## config.mk

```make
export PLATFORM = sky130hd
export DESIGN_NAME = esum_merge
export DESIGN_NICKNAME = d
export VERILOG_FILES = /design/src/rtl/esum_pkg.sv /design/src/rtl/esum_add3.sv /design/src/rtl/esum_satmag.sv /design/src/rtl/esum_qlin.sv /design/src/rtl/esum_merge.sv
export SDC_FILE = /design/constraint.sdc
export NUM_CORES = 1
export LEC_CHECK = 0
export BUFFER_PORTS_ARGS = -buffer_cell sky130_fd_sc_hd__clkbuf_2
export CORE_UTILIZATION = 50
export CTS_BUF_LIST = sky130_fd_sc_hd__clkbuf_16
export DETAILED_ROUTE_END_ITERATION = 8
export PLACE_DENSITY = 0.71
export SKIP_CTS_REPAIR_TIMING = 1
export SLEW_MARGIN = 10
export SYNTH_ARGS = -nofsm -noshare
export SYNTH_HDL_FRONTEND = slang
export SYNTH_HIERARCHICAL = 1
export SYNTH_SLANG_ARGS = --single-unit
```

## constraint.sdc

```tcl
create_clock -name clk -period 13.83 [get_ports clk]
set_input_delay 0.6915 -clock clk [delete_from_list [all_inputs] [get_ports clk]]
set_output_delay 0.6915 -clock clk [all_outputs]
set_load 0.02 [all_outputs]
```

## src/rtl/esum_pkg.sv

```systemverilog
// Shared constants for the energy sum merger.
// Assumes three partial sources and three quantities (x, y, scalar).
package esum_pkg;
    localparam int NUM_SRC  = 3;
    localparam int NUM_LANE = 3;
    localparam int LANE_X   = 0;
    localparam int LANE_Y   = 1;
    localparam int LANE_T   = 2;
endpackage

```

## src/rtl/esum_add3.sv

```systemverilog
// Adds the valid partial sums of one quantity and registers the total.
// Assumes partials are signed IN_W-bit words packed source 0 lowest and
// that SUM_W is wide enough for the sum of all sources.
module esum_add3 #(
    parameter int N     = 3,
    parameter int IN_W  = 14,
    parameter int SUM_W = 16
) (
    input  logic                    clk,
    input  logic                    rst_n,
    input  logic [N-1:0]            vld,
    input  logic [N*IN_W-1:0]       part,
    output logic signed [SUM_W-1:0] sum_q
);
    logic signed [SUM_W-1:0] acc;

    // Sign-extend and accumulate only the partials whose strobe is set.
    always_comb begin
        acc = '0;
        for (int i = 0; i < N; i++) begin
            if (vld[i]) begin
                acc = acc + SUM_W'($signed(part[i*IN_W +: IN_W]));
            end
        end
    end

    // Stage 1 register.
    always_ff @(posedge clk) begin
        if (!rst_n) sum_q <= '0;
        else        sum_q <= acc;
    end
endmodule

```

## src/rtl/esum_satmag.sv

```systemverilog
// Converts a signed total to sign and magnitude and clamps the magnitude
// to the full-scale value. Assumes SUM_W > MAG_W.
module esum_satmag #(
    parameter int SUM_W = 16,
    parameter int MAG_W = 12
) (
    input  logic                    clk,
    input  logic                    rst_n,
    input  logic signed [SUM_W-1:0] sum,
    output logic                    sign_q,
    output logic [MAG_W-1:0]        mag_q,
    output logic                    ovf_q
);
    localparam logic [SUM_W-1:0] SAT_MAX = SUM_W'((1 << MAG_W) - 1);

    logic             neg;
    logic [SUM_W-1:0] absval;
    logic             over;

    // Absolute value and saturation test.
    always_comb begin
        neg    = sum[SUM_W-1];
        absval = neg ? SUM_W'(-sum) : SUM_W'(sum);
        over   = absval > SAT_MAX;
    end

    // Stage 2 register.
    always_ff @(posedge clk) begin
        if (!rst_n) begin
            sign_q <= 1'b0;
            mag_q  <= '0;
            ovf_q  <= 1'b0;
        end else begin
            sign_q <= neg;
            mag_q  <= over ? SAT_MAX[MAG_W-1:0] : absval[MAG_W-1:0];
            ovf_q  <= over;
        end
    end

    // a zero magnitude never carries a negative sign.
    a_r3_zero_positive: assert property (@(posedge clk) disable iff (!rst_n)
        (mag_q == '0) |-> !sign_q);
endmodule

```

## src/rtl/esum_qlin.sv

```systemverilog
// Quad-linear encoder: range field plus mantissa, each range step a factor
// 2^STEP_SH coarser. Emits {odd parity, sign, code}. Assumes MAG_W equals
// MANT_W + STEP_SH*(2^RANGE_W - 1).
module esum_qlin #(
    parameter int MAG_W   = 12,
    parameter int RANGE_W = 2,
    parameter int MANT_W  = 6,
    parameter int STEP_SH = 2
) (
    input  logic                        clk,
    input  logic                        rst_n,
    input  logic                        sign,
    input  logic [MAG_W-1:0]            mag,
    input  logic                        ovf,
    output logic [RANGE_W+MANT_W+1:0]   word_q,
    output logic                        ovf_q
);
    localparam int               CODE_W   = RANGE_W + MANT_W;
    localparam int               NUM_RNG  = 1 << RANGE_W;
    localparam logic [MAG_W-1:0] MANT_LIM = MAG_W'(1) << MANT_W;

    logic [RANGE_W-1:0] rng;
    logic               found;
    logic [MANT_W-1:0]  mant;
    logic [CODE_W-1:0]  code;

    // Choose the smallest range whose scaled magnitude fits the mantissa.
    always_comb begin
        rng   = RANGE_W'(NUM_RNG - 1);
        found = 1'b0;
        for (int r = 0; r < NUM_RNG; r++) begin
            if (!found && ((mag >> (STEP_SH * r)) < MANT_LIM)) begin
                rng   = RANGE_W'(r);
                found = 1'b1;
            end
        end
        mant = MANT_W'(mag >> (STEP_SH * int'(rng)));
        code = {rng, mant};
    end

    // Stage 3 register with odd parity over sign and code.
    always_ff @(posedge clk) begin
        if (!rst_n) begin
            word_q <= '0;
            ovf_q  <= 1'b0;
        end else begin
            word_q <= {~^{sign, code}, sign, code};
            ovf_q  <= ovf;
        end
    end

    // a nonzero range implies the mantissa is normalised.
    a_r4_smallest_range: assert property (@(posedge clk) disable iff (!rst_n)
        (word_q[CODE_W-1 -: RANGE_W] != '0) |-> (word_q[MANT_W-1 -: STEP_SH] != '0));
endmodule

```

## src/rtl/esum_merge.sv

```systemverilog
// Energy sum merger top: three lanes (x, y, scalar), each adding three
// partials, saturating and quad-linear encoding, plus a valid pipeline.
// Assumes scalar partials are unsigned and one bit narrower than PART_W.
module esum_merge
    import esum_pkg::*;
#(
    parameter int PART_W  = 14,
    parameter int RANGE_W = 2,
    parameter int MANT_W  = 6,
    parameter int STEP_SH = 2
) (
    input  logic                         clk,
    input  logic                         rst_n,
    input  logic [NUM_SRC-1:0]           in_vld,
    input  logic [NUM_SRC*PART_W-1:0]    in_ex,
    input  logic [NUM_SRC*PART_W-1:0]    in_ey,
    input  logic [NUM_SRC*(PART_W-1)-1:0] in_et,
    output logic                         out_valid,
    output logic [RANGE_W+MANT_W+1:0]    out_ex,
    output logic [RANGE_W+MANT_W+1:0]    out_ey,
    output logic [RANGE_W+MANT_W:0]      out_et,
    output logic [NUM_LANE-1:0]          out_ovf
);
    localparam int ET_W   = PART_W - 1;
    localparam int SUM_W  = PART_W + $clog2(NUM_SRC);
    localparam int CODE_W = RANGE_W + MANT_W;
    localparam int MAG_W  = MANT_W + STEP_SH * ((1 << RANGE_W) - 1);
    localparam int LAT    = 3;

    logic [NUM_SRC*PART_W-1:0] et_ext;
    logic [NUM_SRC*PART_W-1:0] lane_in   [NUM_LANE];
    logic [CODE_W+1:0]         lane_word [NUM_LANE];
    logic [LAT-1:0]            vld_pipe;
    logic [1:0]                since_rst;

    // Zero-extend the unsigned scalar partials to the signed lane width.
    for (genvar s = 0; s < NUM_SRC; s++) begin : g_etx
        assign et_ext[s*PART_W +: PART_W] = {1'b0, in_et[s*ET_W +: ET_W]};
    end

    assign lane_in[LANE_X] = in_ex;
    assign lane_in[LANE_Y] = in_ey;
    assign lane_in[LANE_T] = et_ext;

    // One add / saturate / encode pipeline per quantity.
    for (genvar l = 0; l < NUM_LANE; l++) begin : g_lane
        logic signed [SUM_W-1:0] sum;
        logic                    sgn;
        logic [MAG_W-1:0]        mag;
        logic                    ovf;

        esum_add3 #(.N(NUM_SRC), .IN_W(PART_W), .SUM_W(SUM_W)) u_add (
            .clk(clk), .rst_n(rst_n), .vld(in_vld), .part(lane_in[l]), .sum_q(sum));

        esum_satmag #(.SUM_W(SUM_W), .MAG_W(MAG_W)) u_sat (
            .clk(clk), .rst_n(rst_n), .sum(sum),
            .sign_q(sgn), .mag_q(mag), .ovf_q(ovf));

        esum_qlin #(.MAG_W(MAG_W), .RANGE_W(RANGE_W), .MANT_W(MANT_W),
                    .STEP_SH(STEP_SH)) u_enc (
            .clk(clk), .rst_n(rst_n), .sign(sgn), .mag(mag), .ovf(ovf),
            .word_q(lane_word[l]), .ovf_q(out_ovf[l]));

        // a saturated lane always shows the all-ones code.
        a_r2_ovf_full_code: assert property (@(posedge clk) disable iff (!rst_n)
            out_ovf[l] |-> (lane_word[l][CODE_W-1:0] == '1));
    end

    assign out_ex = lane_word[LANE_X];
    assign out_ey = lane_word[LANE_Y];
    assign out_et = {lane_word[LANE_T][CODE_W+1], lane_word[LANE_T][CODE_W-1:0]};

    // Valid follows the data through the three stages.
    always_ff @(posedge clk) begin
        if (!rst_n) vld_pipe <= '0;
        else        vld_pipe <= {vld_pipe[LAT-2:0], |in_vld};
    end
    assign out_valid = vld_pipe[LAT-1];

    // Cycles since reset, saturating, for the latency check window.
    always_ff @(posedge clk) begin
        if (!rst_n)                 since_rst <= '0;
        else if (since_rst != 2'd3) since_rst <= since_rst + 2'd1;
    end

    // valid emerges exactly three edges after the strobes.
    a_r7_latency: assert property (@(posedge clk) disable iff (!rst_n)
        (since_rst == 2'd3) |-> (out_valid == $past(|in_vld, 3)));

    // every valid output word has odd parity.
    a_r6_odd_parity: assert property (@(posedge clk) disable iff (!rst_n)
        out_valid |-> (^out_ex && ^out_ey && ^out_et));

    // the scalar lane never becomes negative.
    a_r3_scalar_positive: assert property (@(posedge clk) disable iff (!rst_n)
        out_valid |-> !lane_word[LANE_T][CODE_W]);
endmodule

```

==> results_dict.tcl <==
set metrics [dict create \
    pin_count 161 \
    drt-vias-per-instance 5.75 \
    setup.reg_to_reg.worst_slack_ps 11380 \
    residual_drc 0 \
    syn_to_final_growth_pct 10.0 \
    number_of_warning_messages_in_the_yosys_log 6 \
    leakage_nw 5.91 \
    max-vdd-ir-drop_mv 0.0792 \
    tritoncts "yes" \
    hold_ws_ps 429 \
    reg2reg_to "g_lane[2].u_sat/mag_q[10]$_SDFF_PN0_" \
    wl_per_cell_um 14.9 \
    final-hold-violation-count 0 \
    outcome "complete, no violations" \
    die_x_um 160 \
    dp.final_hpwl_um 21800 \
    depth_of_the_worst_register_to_register_path 6 \
    fp.coreArea_sq_mm 0.0243 \
    n_fill_cell 2299 \
    worstSetupStartpointType "primary input" \
    r2r_start "g_lane[2].u_add/sum_q[0]$_SDFF_PN0_" \
    detail_route.first_pass.iterations 5 \
    first_global_vias 10100 \
    netlist_area_sq_mm 0.0124 \
    setup_tns_ps 0 \
    starting_density_pct 51.0 \
    fp.dieH_um 160 \
    htree_levels 4 \
    fp.dieArea_sq_mm 0.0254 \
    dpl_cell_area_sq_mm 0.0131 \
    clock_pin_transition_on_the_worst_setup_and_hold_timing_paths_ps 50 \
    worst_hold_path.num_cells 1 \
    min_clock_period_post_route_ps 5720 \
    layout_worst_path_cycle_share_pct 41.4 \
    clock_tree.root_cell "clkbuf_16" \
    hold_end "vld_pipe[1]$_SDFF_PN0_" \
    worstPathArrival_ps 6010 \
    nNetsFinal 1811 \
    grt_overflow_total 0 \
    global_route.usage.total_pct 22.1 \
    critical_path_required_ps 14120 \
    multi_input_area_sq_mm 0.00902 \
    via_count 11100 \
    rows 57 \
    slew_violations 0 \
    ant_nets 0 \
    final_layout_size_suffix_gt1_share_pct 19.6 \
    number_of_buffers_added_by_the_clock_tree_synthesis_step 17 \
    endpoint_kind "register" \
    grt_first_pass_wirelength_um 47500 \
    grt_max_degree 94 \
    iter_0_drt_violations 767 \
    setup.worst_path.class "in2reg" \
    syn_avg_cell_area_sq_um 8.30 \
    relSlewSlack_pct 37.3 \
    post-layout-total-power_mw 1.68 \
    rsz0062_at_grt "no" \
    cap_viol_max_count 0 \
    finalWeightedCongestion 0.911 \
    layout.cell_area.non_filler_sq_mm 0.0136 \
    numPortBuffers 160 \
    worstSkewPairLatency_ps 410 \
    grt_antenna_before_repair 0 \
    max-clock-path-buffers 2 \
    antennaDiodeCount 0 \
    fmax_mhz 175 \
    layout.area.seq_sq_mm 0.00250 \
    syn-instance-count 1495 \
    hold_path_startpoint "vld_pipe[0]$_SDFF_PN0_" \
    timing.final.setup_violations 0 \
    cp_max_fo 49 \
    clock_sinks 125 \
    timing.clock.skew_ps 7.23 \
    power.density_mw_per_mm2 123 \
    max_slew.worst_pin.slew_ps 940 \
    hold_path_class "reg2reg" \
    wl_um 28700 \
]
==> worst max-delay path by stage <==
stage / startpoint / end / cells past startpoint
after floorplan: in_vld[0] / g_lane[2].u_add/sum_q[14]$_SDFF_PN0_ / 25
after global placement: in_vld[0] / g_lane[1].u_add/sum_q[13]$_SDFF_PN0_ / 26
after detailed placement: in_vld[0] / g_lane[1].u_add/sum_q[13]$_SDFF_PN0_ / 26
after CTS: in_vld[0] / g_lane[1].u_add/sum_q[13]$_SDFF_PN0_ / 26
after global routing: in_vld[0] / g_lane[1].u_add/sum_q[13]$_SDFF_PN0_ / 26
final: in_vld[0] / g_lane[1].u_add/sum_q[13]$_SDFF_PN0_ / 26
==> where the power goes <==
part           switching (mW)  leakage, nW  total, mW  internal, mW
logic                   0.420         4.59      0.736         0.317
registers              0.0838         1.04      0.514         0.431
clock network           0.151        0.278      0.430         0.279
total                   0.655         5.91       1.68          1.03
==> metal layers <==
metal	GRT usage, %	vias to the layer above	routed length [um]
met5	0	-	0
met4	5.55	0	328
met3	2.89	23	983
met2	37.1	236	13300
met1	29.9	5129	14100
li1	-	5709	-
==> area by class of cell <==
class	instances	area share, %
sequential	125	18.3
clock buffer	17	3.12
multi-input combinational	1204	66.1
inverter	84	2.31
timing repair buffer	164	6.09
clock inverter	13	1.12
tap	324	2.97
==> state kept, by name, summed over array words and instances, names as in the netlist <==
signal,count
g_lane.u_sat/ovf_q,3
g_lane.u_sat/sign_q,3
g_lane.u_enc/ovf_q,3
vld_pipe,3
g_lane.u_sat/mag_q,36
g_lane.u_enc/word_q,29
g_lane.u_add/sum_q,48
==> worst max-delay path, stage by stage <==
cell and delay, ps:
clkbuf_2 80, buf_4 340, buf_4 480, nand2_1 130, inv_1 80, ha_1 160, inv_1 50, fa_1 400
nor2b_1 250, o311ai_4 130, a211oi_1 330, a311oi_2 110, a22o_1 230, nand3_1 160, a2bb2oi_1 300, nor3_1 80
o31ai_1 100, o21ai_1 140, ha_1 250, or3_1 310, a211oi_1 240, nor2_1 120, a21o_1 180, a21oi_1 150
mux2_2 340, o311a_1 120
==> placed cells by master (no fill, tap or decap), types with 25 or more instances in the layout <==
| cell | count |
|---|---|
| xnor2_1 | 53 |
| and2_1 | 36 |
| inv_1 | 83 |
| clkbuf_2 | 159 |
| a21oi_1 | 100 |
| a41oi_2 | 28 |
| ha_1 | 81 |
| nand2_1 | 123 |
| a211oi_1 | 27 |
| o31ai_1 | 25 |
| dfxtp_1 | 125 |
| mux2i_1 | 30 |
| nand3_1 | 27 |
| o21ai_0 | 86 |
| nor2_1 | 94 |
| xor2_1 | 61 |
| a21o_1 | 29 |
==> through the flow <==
step / setup slack (ps) / utilization (%) / instances
after floorplan: 8270 / - / 1500
after global placement: 7830 / 53.7 / 1901
after detailed placement: 7650 / 53.7 / 1901
after CTS: 8120 / 56.1 / 1931
after global routing: 7710 / 56.1 / 1931
final: 8110 / 56.1 / 1931
Power figures use the tool's default switching activity.
